### src/rtl/slp_pkg.sv
package slp_pkg;

  typedef enum logic [2:0] {
    ST_RUN,
    ST_ENTER,
    ST_SLEEP,
    ST_PU_PWR,
    ST_PU_PLL,
    ST_PU_RST
  } slp_state_e;

  localparam int WAKE_W    = 16;
  localparam int WK_ALL_HI = 6;   // bits 0..6 wake every level
  localparam int WK_MID_HI = 10;  // bits 7..10 wake levels 1 and 2

  function automatic logic type_ok(input logic [2:0] t);
    return (t >= 3'd1) && (t <= 3'd5);
  endfunction

endpackage

### src/rtl/slp_wake_filter.sv
module slp_wake_filter import slp_pkg::*; (
  input  logic [2:0]        level,
  input  logic [WAKE_W-1:0] src,
  output logic              hit
);
  logic [WAKE_W-1:0] allow;

  for (genvar i = 0; i < WAKE_W; i++) begin : g_bit
    if (i <= WK_ALL_HI) begin : g_all
      assign allow[i] = 1'b1;
    end else if (i <= WK_MID_HI) begin : g_mid
      assign allow[i] = (level == 3'd1) || (level == 3'd2);
    end else begin : g_shallow
      assign allow[i] = (level == 3'd1);
    end
  end

  assign hit = |(allow & src);
endmodule

### src/rtl/slp_wait_timer.sv
module slp_wait_timer #(
  parameter int W = 8
) (
  input  logic         clk,
  input  logic         rst_n,
  input  logic         load,
  input  logic [W-1:0] load_val,
  input  logic         tick,
  output logic         zero
);
  logic [W-1:0] cnt;

  always_ff @(posedge clk or negedge rst_n) begin
    if (!rst_n)                      cnt <= '0;
    else if (load)                   cnt <= load_val;
    else if (tick && (cnt != '0))    cnt <= cnt - 1'b1;
  end

  assign zero = (cnt == '0);

  // the wait count only moves on a slow tick or a load
  assert_hold_R10: assert property (@(posedge clk) disable iff (!rst_n)
    (!load && !tick) |=> $stable(cnt));
endmodule

### src/rtl/slp_led_gen.sv
module slp_led_gen #(
  parameter int DIV = 4
) (
  input  logic       clk,
  input  logic       rst_n,
  input  logic       active,
  input  logic [1:0] mode,
  input  logic       tick,
  output logic       led
);
  localparam int DW = (DIV > 1) ? $clog2(DIV) : 1;

  logic          tog;
  logic [DW-1:0] dcnt;

  always_ff @(posedge clk or negedge rst_n) begin
    if (!rst_n) begin
      tog  <= 1'b0;
      dcnt <= '0;
    end else if (!active) begin
      tog  <= 1'b0;
      dcnt <= '0;
    end else if (tick) begin
      if (mode == 2'd2) begin
        tog <= ~tog;
      end else if (mode == 2'd3) begin
        if (dcnt == DW'(DIV - 1)) begin
          dcnt <= '0;
          tog  <= ~tog;
        end else begin
          dcnt <= dcnt + 1'b1;
        end
      end
    end
  end

  assign led = active && ((mode == 2'd1) || (mode[1] && tog));

  // a blinking pattern changes only on a tick while active
  assert_blink_R11: assert property (@(posedge clk) disable iff (!rst_n)
    (active && !tick && $past(active)) |=> $stable(tog) || !active);
endmodule

### src/rtl/sleep_state_ctrl.sv
module sleep_state_ctrl import slp_pkg::*; #(
  parameter int AUX_W   = 4,
  parameter int CNT_W   = 8,
  parameter int LED_DIV = 4
) (
  input  logic              clk,
  input  logic              rst_n,
  input  logic              slp_en,
  input  logic [2:0]        slp_type,
  input  logic              thr_en,
  input  logic [AUX_W-1:0]  keep_mask,
  input  logic [1:0]        led_mode,
  input  logic [CNT_W-1:0]  wait_pwr,
  input  logic [CNT_W-1:0]  wait_pll,
  input  logic              slow_tick,
  input  logic              sr_ack,
  input  logic [15:0]       wake_src,
  output logic              core_clk_en,
  output logic              pll_en,
  output logic [AUX_W-1:0]  aux_clk_en,
  output logic              sr_req,
  output logic [1:0]        pwr_ctl,
  output logic              pwr_on,
  output logic              led,
  output logic              sys_rst,
  output logic              running,
  output logic              throttle
);
  localparam logic [AUX_W-1:0] AUX_ALL = '1;

  slp_state_e        state, state_nx;
  logic [2:0]        lvl;
  logic              wake_hit;
  logic              tmr_zero;
  logic              tmr_load;
  logic [CNT_W-1:0]  tmr_val;
  logic              led_act;
  logic              deep;

  slp_wake_filter u_filter (
    .level (lvl),
    .src   (wake_src),
    .hit   (wake_hit)
  );

  slp_wait_timer #(.W(CNT_W)) u_timer (
    .clk      (clk),
    .rst_n    (rst_n),
    .load     (tmr_load),
    .load_val (tmr_val),
    .tick     (slow_tick),
    .zero     (tmr_zero)
  );

  assign led_act = (state == ST_SLEEP) && (lvl >= 3'd4);
  assign deep    = (lvl >= 3'd3);

  slp_led_gen #(.DIV(LED_DIV)) u_led (
    .clk    (clk),
    .rst_n  (rst_n),
    .active (led_act),
    .mode   (led_mode),
    .tick   (slow_tick),
    .led    (led)
  );

  always_comb begin
    state_nx = state;
    tmr_load = 1'b0;
    tmr_val  = wait_pwr;
    case (state)
      ST_RUN:    if (slp_en && type_ok(slp_type)) state_nx = ST_ENTER;
      ST_ENTER:  if (sr_ack) state_nx = ST_SLEEP;
      ST_SLEEP: begin
        if (wake_hit) begin
          if (deep) begin
            state_nx = ST_PU_PWR;
            tmr_load = 1'b1;
            tmr_val  = wait_pwr;
          end else begin
            state_nx = ST_RUN;
          end
        end
      end
      ST_PU_PWR: begin
        if (tmr_zero) begin
          state_nx = ST_PU_PLL;
          tmr_load = 1'b1;
          tmr_val  = wait_pll;
        end
      end
      ST_PU_PLL: if (tmr_zero) state_nx = ST_PU_RST;
      ST_PU_RST: state_nx = ST_RUN;
      default:   state_nx = ST_RUN;
    endcase
  end

  always_ff @(posedge clk or negedge rst_n) begin
    if (!rst_n) begin
      state <= ST_RUN;
      lvl   <= 3'd0;
    end else begin
      state <= state_nx;
      if (state == ST_RUN && slp_en && type_ok(slp_type)) lvl <= slp_type;
    end
  end

  always_comb begin
    core_clk_en = 1'b1;
    pll_en      = 1'b1;
    aux_clk_en  = AUX_ALL;
    sr_req      = 1'b0;
    pwr_ctl     = 2'b11;
    pwr_on      = 1'b1;
    case (state)
      ST_ENTER: sr_req = 1'b1;
      ST_SLEEP: begin
        sr_req      = 1'b1;
        core_clk_en = 1'b0;
        if (lvl == 3'd1) begin
          pll_en     = 1'b1;
        end else if (lvl == 3'd2) begin
          aux_clk_en = keep_mask;
          pll_en     = |keep_mask;
          pwr_ctl    = 2'b10;
        end else begin
          aux_clk_en = '0;
          pll_en     = 1'b0;
          pwr_ctl    = 2'b00;
          pwr_on     = (lvl == 3'd3);
        end
      end
      ST_PU_PWR: begin
        sr_req      = 1'b1;
        core_clk_en = 1'b0;
        pll_en      = 1'b0;
        aux_clk_en  = '0;
      end
      ST_PU_PLL: begin
        sr_req      = 1'b1;
        core_clk_en = 1'b0;
      end
      default: ;
    endcase
  end

  assign sys_rst  = (state == ST_PU_RST);
  assign running  = (state == ST_RUN);
  assign throttle = running && thr_en;

  // an accepted request raises self-refresh on the next cycle
  assert_entry_R1: assert property (@(posedge clk) disable iff (!rst_n)
    (running && slp_en && type_ok(slp_type)) |=> (sr_req && !running));

  // an undefined level code is dropped
  assert_ignore_R2: assert property (@(posedge clk) disable iff (!rst_n)
    (running && slp_en && !type_ok(slp_type)) |=> running);

  // core clocks stop only after the self-refresh acknowledge
  assert_gate_after_ack_R3: assert property (@(posedge clk) disable iff (!rst_n)
    $fell(core_clk_en) |-> $past(sr_ack));

  // deep levels ignore every source outside the always-on group
  assert_deep_filter_R8: assert property (@(posedge clk) disable iff (!rst_n)
    (state == ST_SLEEP && deep && wake_src[WK_ALL_HI:0] == '0) |=> (state == ST_SLEEP));

  // shallow exits resume at once without reset
  assert_fast_exit_R9: assert property (@(posedge clk) disable iff (!rst_n)
    (state == ST_SLEEP && !deep && wake_hit) |=> (running && !sys_rst && !sr_req));

  // the reset pulse lasts one cycle and leads to running
  assert_rst_pulse_R10: assert property (@(posedge clk) disable iff (!rst_n)
    sys_rst |=> (!sys_rst && running));

  // by the reset pulse power and PLLs are up and self-refresh is released
  assert_rst_order_R10: assert property (@(posedge clk) disable iff (!rst_n)
    sys_rst |-> (pll_en && pwr_ctl == 2'b11 && pwr_on && !sr_req));

  // the LED shows only while main power is off
  assert_led_R11: assert property (@(posedge clk) disable iff (!rst_n)
    led |-> !pwr_on);
endmodule

### config.mk
export PLATFORM = sky130hd
export DESIGN_NAME = sleep_state_ctrl
export DESIGN_NICKNAME = d
export VERILOG_FILES = /design/src/rtl/slp_pkg.sv /design/src/rtl/slp_wake_filter.sv /design/src/rtl/slp_wait_timer.sv /design/src/rtl/slp_led_gen.sv /design/src/rtl/sleep_state_ctrl.sv
export SDC_FILE = /design/constraint.sdc
export NUM_CORES = 1
export LEC_CHECK = 0
export BUFFER_PORTS_ARGS = -buffer_cell sky130_fd_sc_hd__buf_2
export CORE_ASPECT_RATIO = 0.6
export CORE_MARGIN = 2
export CORE_UTILIZATION = 41
export DETAILED_ROUTE_END_ITERATION = 8
export PLACE_DENSITY_LB_ADDON = 0.25
export REMOVE_ABC_BUFFERS = 1
export SYNTH_ARGS = -nofsm -noshare
export SYNTH_HDL_FRONTEND = slang
export SYNTH_SLANG_ARGS = --single-unit
### constraint.sdc
create_clock -name clk -period 1.7 [get_ports clk]
set_input_delay 0.34 -clock clk [delete_from_list [all_inputs] [get_ports clk]]
set_output_delay 0.34 -clock clk [all_outputs]
set_load 0.01 [all_outputs]
==> summary.txt, run 1 <==
Finish
  • Total of fill cells in the finished design: 173
  • Final std cell area, no fill: 2200 µm²
  • Count of non-filler cells in the finished layout: 288
  • Post-layout nets: 296
  • Footprint of the flip-flops and latches: 429 µm²
  • Layout-stage area growth over the synthesis result: 77.4%
  • Share of post-route cells with drive strength above 1: 62.6%
  • Count of antenna diodes in the layout: 0
  • Total area of multi-input combinational cells: 973 µm²
  • Post-layout util: 76.8%

Synth
  • Number of distinct library cell variants in the gate-level netlist after synthesis: 41
  • Dominant cell by count in the synthesized netlist: sky130_fd_sc_hd__nand2_1
  • List of most frequent post-synthesis cells: 19 x sky130_fd_sc_hd__nand2_1, 18 x sky130_fd_sc_hd__nor2_1, 17 x sky130_fd_sc_hd__dfrtp_1
  • Post-synthesis cell count: 147
  • Post-synthesis instance area: 1240 µm²
  • Post-synth EDFFs: 0
  • Primary flip-flop cell chosen by synthesis mapping: sky130_fd_sc_hd__dfrtp_1
  • Mapped Avg Cell Area: 8.45 µm²
  • Yosys warnings: 0
  • Top cells by area, synth: sky130_fd_sc_hd__dfrtp_1 34%, sky130_fd_sc_hd__mux2i_1 8.1%, sky130_fd_sc_hd__nand2_1 5.7%
  • Fraction of registers with async set or reset after synthesis: 100%
  • Share of the synthesized area in the top cell type: 34.2%
  • Sequential share of the synthesized area: 34.2%
  • Seq cells post-synth: 17
  • Synth area leader: sky130_fd_sc_hd__dfrtp_1

Pwr
  • Maximum ir drop on the vdd rail: 886 µV
  • Design Power: 3.70 mW
  • Internal Dissipation: 2.07 mW
  • Clock Power Share: 8.8%
  • Leakage power figure: 1.05 nW
  • Power density of the placed cells: 1680 nW/µm²
  • Sequential Power Share: 20.4%
  • Switch Pwr: 1.64 mW
  • Switching share of power: 44.2%
  • Share of total power in combinational logic: 70.8%

Critical path
  • Maximum net fanout on the critical path: 6
  • CP startpoint kind: flop
  • Buffers and inverters on the worst path: 3
  • Worst reg2reg path depth: 8
  • Crit path cell chain: buf_6 > nor3b_4 > buf_4 > nor2_2 > o21ai_2 > buf_2
  • RR Startpoint: lvl[0]
  • Reg-to-reg critical path endpoint: u_timer.cnt[1]
  • Maximum cell stage delay along the critical path: 430 ps
  • Highest-delay cell along the critical path: sky130_fd_sc_hd__dfrtp_1
  • Kind of cell with the highest combined delay on the critical path: buffers and inverters
  • Flop2flop setup slack: -280 ps
  • Type of the setup path with the least slack: reg2out
  • Data arrival at the endpoint of the critical path: 1680 ps
  • Critical Path RT: 1360 ps
  • Worst setup EP type: output pin

Floorplanning
  • Chip height: 46.6 µm
  • Number of top-level design ports: 61
  • Placeable core region: 2870 µm²
  • Number of core rows: 15
  • Chip Width: 75.1 µm
  • Initial cell density of the core: 43.3%
  • Die area: 3500 µm²

Run
  • Max-cap viol count: 0

Global route
  • Grt total ovfl: 0
  • Wire length of the first global-routing pass: 7.07 mm
  • Global-route usage over all layers: 28.0%
  • Number of global-route vias before repair: 1514
  • Number of antenna violations at the first check in global routing: 0
  • Largest net degree at the start of global routing: 18

STA
  • Worst Max-Slew Pin Slew: 414 ps
  • Period minus WS final: 2020 ps
  • Number of pins exceeding their max-slew limit in the final report: 0
  • Hold Fails Final Rpt: 10
  • Setup slack after layout: -321 ps
  • Fraction of the cycle the final worst path needs: 119%
  • Worst slew margin relative to its limit: 72.2%
  • Highest Clock Rate: 495 MHz
  • Count of endpoints failing setup in the final report: 18
  • Setup repair after global routing missed its margin: yes
  • Post-route clock skew: 9.77 ps
  • Worst hold margin: -5.89 ps

Clocking
  • Hold buffer count at cts: 0
  • Clk sink count: 17
  • CTS tree: yes
  • Clock edge transition at the registers on the reported setup and hold paths: 80 ps
  • Num CTS Buffers: 3
  • Later-pin clock latency in the skew report: 270 ps
  • Buffer levels on the longest clock path: 2
  • CTS HTree Levels: 1
  • Clock root buffer master: sky130_fd_sc_hd__clkbuf_8

Drt
  • Number of vias in the routed layout: 1642
  • Drt pass-1 iters: 4
  • Violation count after the first detailed-routing iteration: 62
  • DRC errors left: 0
  • Final routed wire length divided by cell count: 18.8 µm
  • Remaining number of nets flagged by the antenna check after routing: 0
  • Drt via density: 5.70
  • Wire length reported by the detailed router: 5.42 mm

Placement
  • Placer congestion estimate: 0.837
  • Detailed Place HPWL: 3.04 mm
  • Number of buffers added on ports: 60
  • Placed inst area: 1760 µm²
  • Inst Count DP: 268

Worst hold path
  • Type of the worst min-delay path: in2async

Outcome
  • Outcome: finished with violations
  • Violations in the final reports: negative hold slack, negative setup slack
stage by stage:
step,setup TNS (ps),worst slack [ps]
3_3_place_gp,-2640,-288
3_5_place_dp,-3480,-367
6_report,-4050,-321
5_1_grt,-4880,-373
2_1_floorplan,-2340,-292
4_1_cts,-2910,-275
final cells by class:
class	instances	area share (%)
multi-input combinational	120	44.2
timing repair buffer	100	31.0
sequential	17	19.5
tap	42	2.38
clock buffer	3	1.87
inverter	5	0.851
clock inverter	1	0.227
worst max path at each step:
stage	startpoint	end	slack, ps	cells after the start
6_report	lvl[1]	aux_clk_en[2]	-320	6
5_1_grt	lvl[0]	pll_en	-370	5
4_1_cts	lvl[1]	pll_en	-280	5
3_5_place_dp	u_timer.cnt[0]	u_timer.cnt[3]	-370	8
3_3_place_gp	wake_src[12]	u_timer.cnt[0]	-290	7
2_1_floorplan	wake_src[12]	u_timer.cnt[1]	-290	5
routing by layer:
layer | GRT usage (%) | vias up | share of wire, %
met5 | 0 | - | 0
met2 | 48.1 | 93 | 48
met4 | 8.93 | 0 | 4.8
met1 | 34.2 | 792 | 39
met3 | 8.53 | 29 | 8.5
li1 | - | 728 | -
power by group through the flow:
stage	clock network, mW	logic, mW	registers (mW)
CTS	0.310	2.08	0.735
global route	0.340	2.77	0.771
floorplan	0	0.876	0.742
detailed placement	0	1.69	0.714
finish	0.325	2.62	0.757
global placement	0	1.62	0.703
repair_timing:
| item | CTS | global route |
|---|---|---|
| gates resized for setup | 45 | 28 |
| pin swaps | 27 | 28 |
| gates cloned | 0 | 1 |
| buffers inserted | 10 | 9 |
| endpoints found under the setup margin | 20 | 23 |
flip-flops by register name (all words and copies together), names as in the netlist:
name,count
u_timer.cnt,8
lvl,3
state,3
u_led.tog,1
u_led.dcnt,2
cells in the final DEF, fill, tap and decap left out, types with 2 or more instances in the layout:
cell type,n
sky130_fd_sc_hd__a21oi_1,5
sky130_fd_sc_hd__and2_4,2
sky130_fd_sc_hd__buf_2,58
sky130_fd_sc_hd__buf_4,27
sky130_fd_sc_hd__buf_6,13
sky130_fd_sc_hd__clkbuf_8,3
sky130_fd_sc_hd__dfrtp_1,14
sky130_fd_sc_hd__dfrtp_2,3
sky130_fd_sc_hd__inv_1,4
sky130_fd_sc_hd__mux2_2,3
sky130_fd_sc_hd__mux2i_1,10
sky130_fd_sc_hd__nand2_1,14
sky130_fd_sc_hd__nand2_2,4
sky130_fd_sc_hd__nand3_1,3
sky130_fd_sc_hd__nor2_1,11
sky130_fd_sc_hd__nor2_2,3
sky130_fd_sc_hd__nor2_4,5
sky130_fd_sc_hd__nor3_1,8
sky130_fd_sc_hd__nor3_2,2
sky130_fd_sc_hd__nor3b_4,2
sky130_fd_sc_hd__nor4_1,2
sky130_fd_sc_hd__o211ai_1,3
sky130_fd_sc_hd__o21ai_1,2
sky130_fd_sc_hd__o21ai_2,7
sky130_fd_sc_hd__o221a_2,2
sky130_fd_sc_hd__or3_1,2
sky130_fd_sc_hd__xnor2_1,4
cells by family (layout without fill, tap and decap cells):
logic type / Yosys count / in the layout / synth area share [%]
AND/OR/NAND/NOR: 70 / 70 / 28.0
AO/OA/AOI/OAI: 29 / 29 / 16.7
multiplexers: 13 / 13 / 10.8
buffers and inverters: 10 / 109 / 4.03
flip-flops: 17 / 17 / 34.2
adder cells (fa/ha/maj): 2 / 2 / 2.01
XOR/XNOR: 6 / 6 / 4.23
worst reg2reg max path, stage by stage, from the launching register on:
cell	delay, ps
sky130_fd_sc_hd__dfrtp_2	440
sky130_fd_sc_hd__buf_6	140
sky130_fd_sc_hd__nor3b_4	170
sky130_fd_sc_hd__buf_4	140
sky130_fd_sc_hd__o21a_4	120
sky130_fd_sc_hd__o31ai_4	390
sky130_fd_sc_hd__buf_12	190
sky130_fd_sc_hd__o2111ai_2	130
sky130_fd_sc_hd__o221a_2	150
(Power assumes the default switching activity.)
==> inputs of run 2 (changes only) <==
==> constraint.sdc (replaced) <==
create_clock -name clk -period 1.7 [get_ports clk]
set_input_delay 0.34 -clock clk [delete_from_list [all_inputs] [get_ports clk]]
set_output_delay 0.34 -clock clk [all_outputs]
set_load 0.05 [all_outputs]
==> summary.txt, run 2 (same netlist as run 1, synthesis figures left out) <==
Placement
  • Detailed Place HPWL: 3.08 mm (+1.2%)
  • Placer congestion estimate: 0.827 (-1.2%)
  • Worst setup slack after placement: -347 ps (+19.7 ps)
  • Placed inst area: 1790 µm² (+2.1%)
  • Number of buffers added on ports: 60 (unchanged)

Finish
  • Post-layout nets: 303 (+2.4%)
  • Leading registers by flop count: u_timer.cnt (8), lvl (3), state (3)
  • Total of fill cells in the finished design: 140 (-19%)
  • Most common cell after layout, fill and taps aside: sky130_fd_sc_hd__buf_2
  • Largest register by flop count: u_timer.cnt
  • Share of post-route cells with drive strength above 1: 67.2% (+4.6 points)
  • Count of antenna diodes in the layout: 0 (unchanged)
  • Flip-flop count of the largest register, all copies and words added: 8 (unchanged)
  • Layout-stage area growth over the synthesis result: 95.8%
  • Commonest cells after routing, fill and taps aside: 46 x sky130_fd_sc_hd__buf_2, 31 x sky130_fd_sc_hd__buf_4, 25 x sky130_fd_sc_hd__buf_6
  • Final std cell area, no fill: 2430 µm² (+10%)

Floorplanning
  • Chip Width: 75.1 µm (unchanged)
  • Number of core rows: 15 (unchanged)
  • Initial cell density of the core: 43.3% (unchanged)
  • Number of top-level design ports: 61 (unchanged)
  • Chip height: 46.6 µm (unchanged)
  • Die area: 3500 µm² (unchanged)
  • Placeable core region: 2870 µm² (unchanged)

Pwr
  • Design Power: 4.93 mW (+33%)
  • Maximum ir drop on the vdd rail: 1450 µV (+64%)
  • Leakage power figure: 1.13 nW (+7.8%)
  • Power density of the placed cells: 2030 nW/µm² (+21%)

STA
  • Setup tns final: -4970 ps (-921 ps)
  • Highest Clock Rate: 485 MHz (-2.1%)
  • Worst Max-Slew Pin Slew: 437 ps (+22.4 ps)
  • Count of endpoints failing setup in the final report: 21 (+3)
  • Setup slack after layout: -363 ps (-42.6 ps)
  • Number of pins exceeding their max-slew limit in the final report: 0 (unchanged)
  • Setup repair after global routing missed its margin: yes
  • Hold Fails Final Rpt: 0 (-10)
  • Fraction of the cycle the final worst path needs: 121% (+2.5 points)
  • Worst hold margin: 5.07 ps (+11.0 ps)
  • Worst slew margin relative to its limit: 70.9% (-1.3 points)
  • Post-route clock skew: 1.69 ps (-8.08 ps)
  • Period minus WS final: 2060 ps (+42.6 ps)

Global route
  • Number of global-route vias before repair: 1611 (+6.4%)
  • Grt total ovfl: 0 (unchanged)
  • Largest net degree at the start of global routing: 18 (unchanged)
  • Wire length of the first global-routing pass: 8.05 mm (+14%)
  • Number of antenna violations at the first check in global routing: 0 (unchanged)
  • Global-route usage over all layers: 32.3% (+4.3 points)

Run
  • Max-cap viol count: 0 (unchanged)

Outcome
  • Outcome: finished with violations
  • Violations in the final reports: negative setup slack

Clocking
  • CTS tree: yes
  • CTS HTree Levels: 1 (unchanged)
  • Later-pin clock latency in the skew report: 270 ps (about the same)
  • Buffer levels on the longest clock path: 2 (unchanged)
  • Num CTS Buffers: 3 (unchanged)
  • Clock edge transition at the registers on the reported setup and hold paths: 70 ps (about the same)
  • Clock root buffer master: sky130_fd_sc_hd__clkbuf_8
  • Clk sink count: 17 (unchanged)

Drt
  • DRC errors left: 0 (unchanged)
  • Final routed wire length divided by cell count: 22.5 µm (+19%)
  • Number of vias in the routed layout: 1790 (+9.0%)
  • Remaining number of nets flagged by the antenna check after routing: 0 (unchanged)
  • Drt via density: 6.07 (+6.4%)
  • Wire length reported by the detailed router: 6.63 mm (+22%)
  • Violation count after the first detailed-routing iteration: 201 (+220%)
  • Drt pass-1 iters: 7 (+3)

Critical path
  • Highest-delay cell along the critical path: sky130_fd_sc_hd__dfrtp_2
  • Crit path cell chain: xnor2_2 > or3_4 > buf_6 > o21ai_2 > buf_6
  • Reg-to-reg critical path endpoint: u_timer.cnt[6]
  • Worst setup EP type: output pin
  • CP startpoint kind: flop
  • RR Startpoint: u_timer.cnt[1]
  • Worst reg2reg path depth: 7 (-1)
  • Maximum cell stage delay along the critical path: 440 ps (about the same)
  • Data arrival at the endpoint of the critical path: 1720 ps (+40 ps)
  • Maximum net fanout on the critical path: 4 (-2)
  • Type of the setup path with the least slack: reg2out
  • Cell repeated most along the worst path: sky130_fd_sc_hd__buf_6
  • Critical Path RT: 1360 ps (about the same)
  • Flop2flop setup slack: -320 ps (-40 ps)

Worst hold path
  • Type of the worst min-delay path: in2async
[run 2: per-layer routing]
metal / track usage, % / wire length, µm / vias to the layer above / part of all wire, %
li1: - / - / 741 / -
met1: 39.3 / 2670 / 853 / 40
met2: 50.4 / 2930 / 158 / 44
met3: 14.0 / 686 / 38 / 10
met4: 14.3 / 346 / 0 / 5.2
met5: 0 / 0 / - / 0
[run 2: stage by stage]
| step | std cells | utilization, % |
|---|---|---|
| after CTS | 290 | 76.6 |
| after floorplan | 142 | - |
| final | 295 | 84.7 |
| after global placement | 273 | 62.5 |
| after detailed placement | 273 | 62.5 |
| after global routing | 295 | 84.7 |
[run 2: how the worst max path moves through the flow]
stage | from | endpoint | slack, ps | cells after the start
final | lvl[1] | aux_clk_en[2] | -360 | 5
after global routing | lvl[1] | pll_en | -430 | 6
after CTS | lvl[0] | pwr_ctl[0] | -360 | 6
after detailed placement | u_timer.cnt[0] | u_timer.cnt[2] | -350 | 8
after global placement | wake_src[12] | u_timer.cnt[0] | -290 | 7
after floorplan | state[0] | pll_en | -1280 | 3
[run 2: power breakdown]
| group | leakage, nW | switching [mW] | internal (mW) |
|---|---|---|---|
| clock network | 0.0255 | 0.165 | 0.164 |
| registers | 0.204 | 0.215 | 0.575 |
| logic | 0.898 | 2.05 | 1.76 |
| total | 1.13 | 2.43 | 2.50 |
[run 2: cell type report]
type | instances | area (µm²) | area share [%]
multi-input combinational | 120 | 1060 | 43.6
sequential | 17 | 429 | 17.6
timing repair buffer | 107 | 825 | 33.9
clock inverter | 1 | 5.00 | 0.206
tap | 42 | 52.6 | 2.16
clock buffer | 3 | 41.3 | 1.70
inverter | 5 | 18.8 | 0.772
[run 2: worst max-delay path: cells and delay by family (launching register included)]
family	cells	cell delay (ps)
buffers and inverters	2	330
DFF	1	440
xor gates and xnor gates	1	150
and+or+nand+nor	1	370
AOI/OAI and AO/OA	1	160
[run 2: timing repair]
item / CTS / global route
hold buffers: 0 / 0
setup buffers: 13 / 11
resized for setup: 70 / 56
pin swaps: 15 / 21
endpoints found under the setup margin: 24 / 25
cloned: 1 / 0
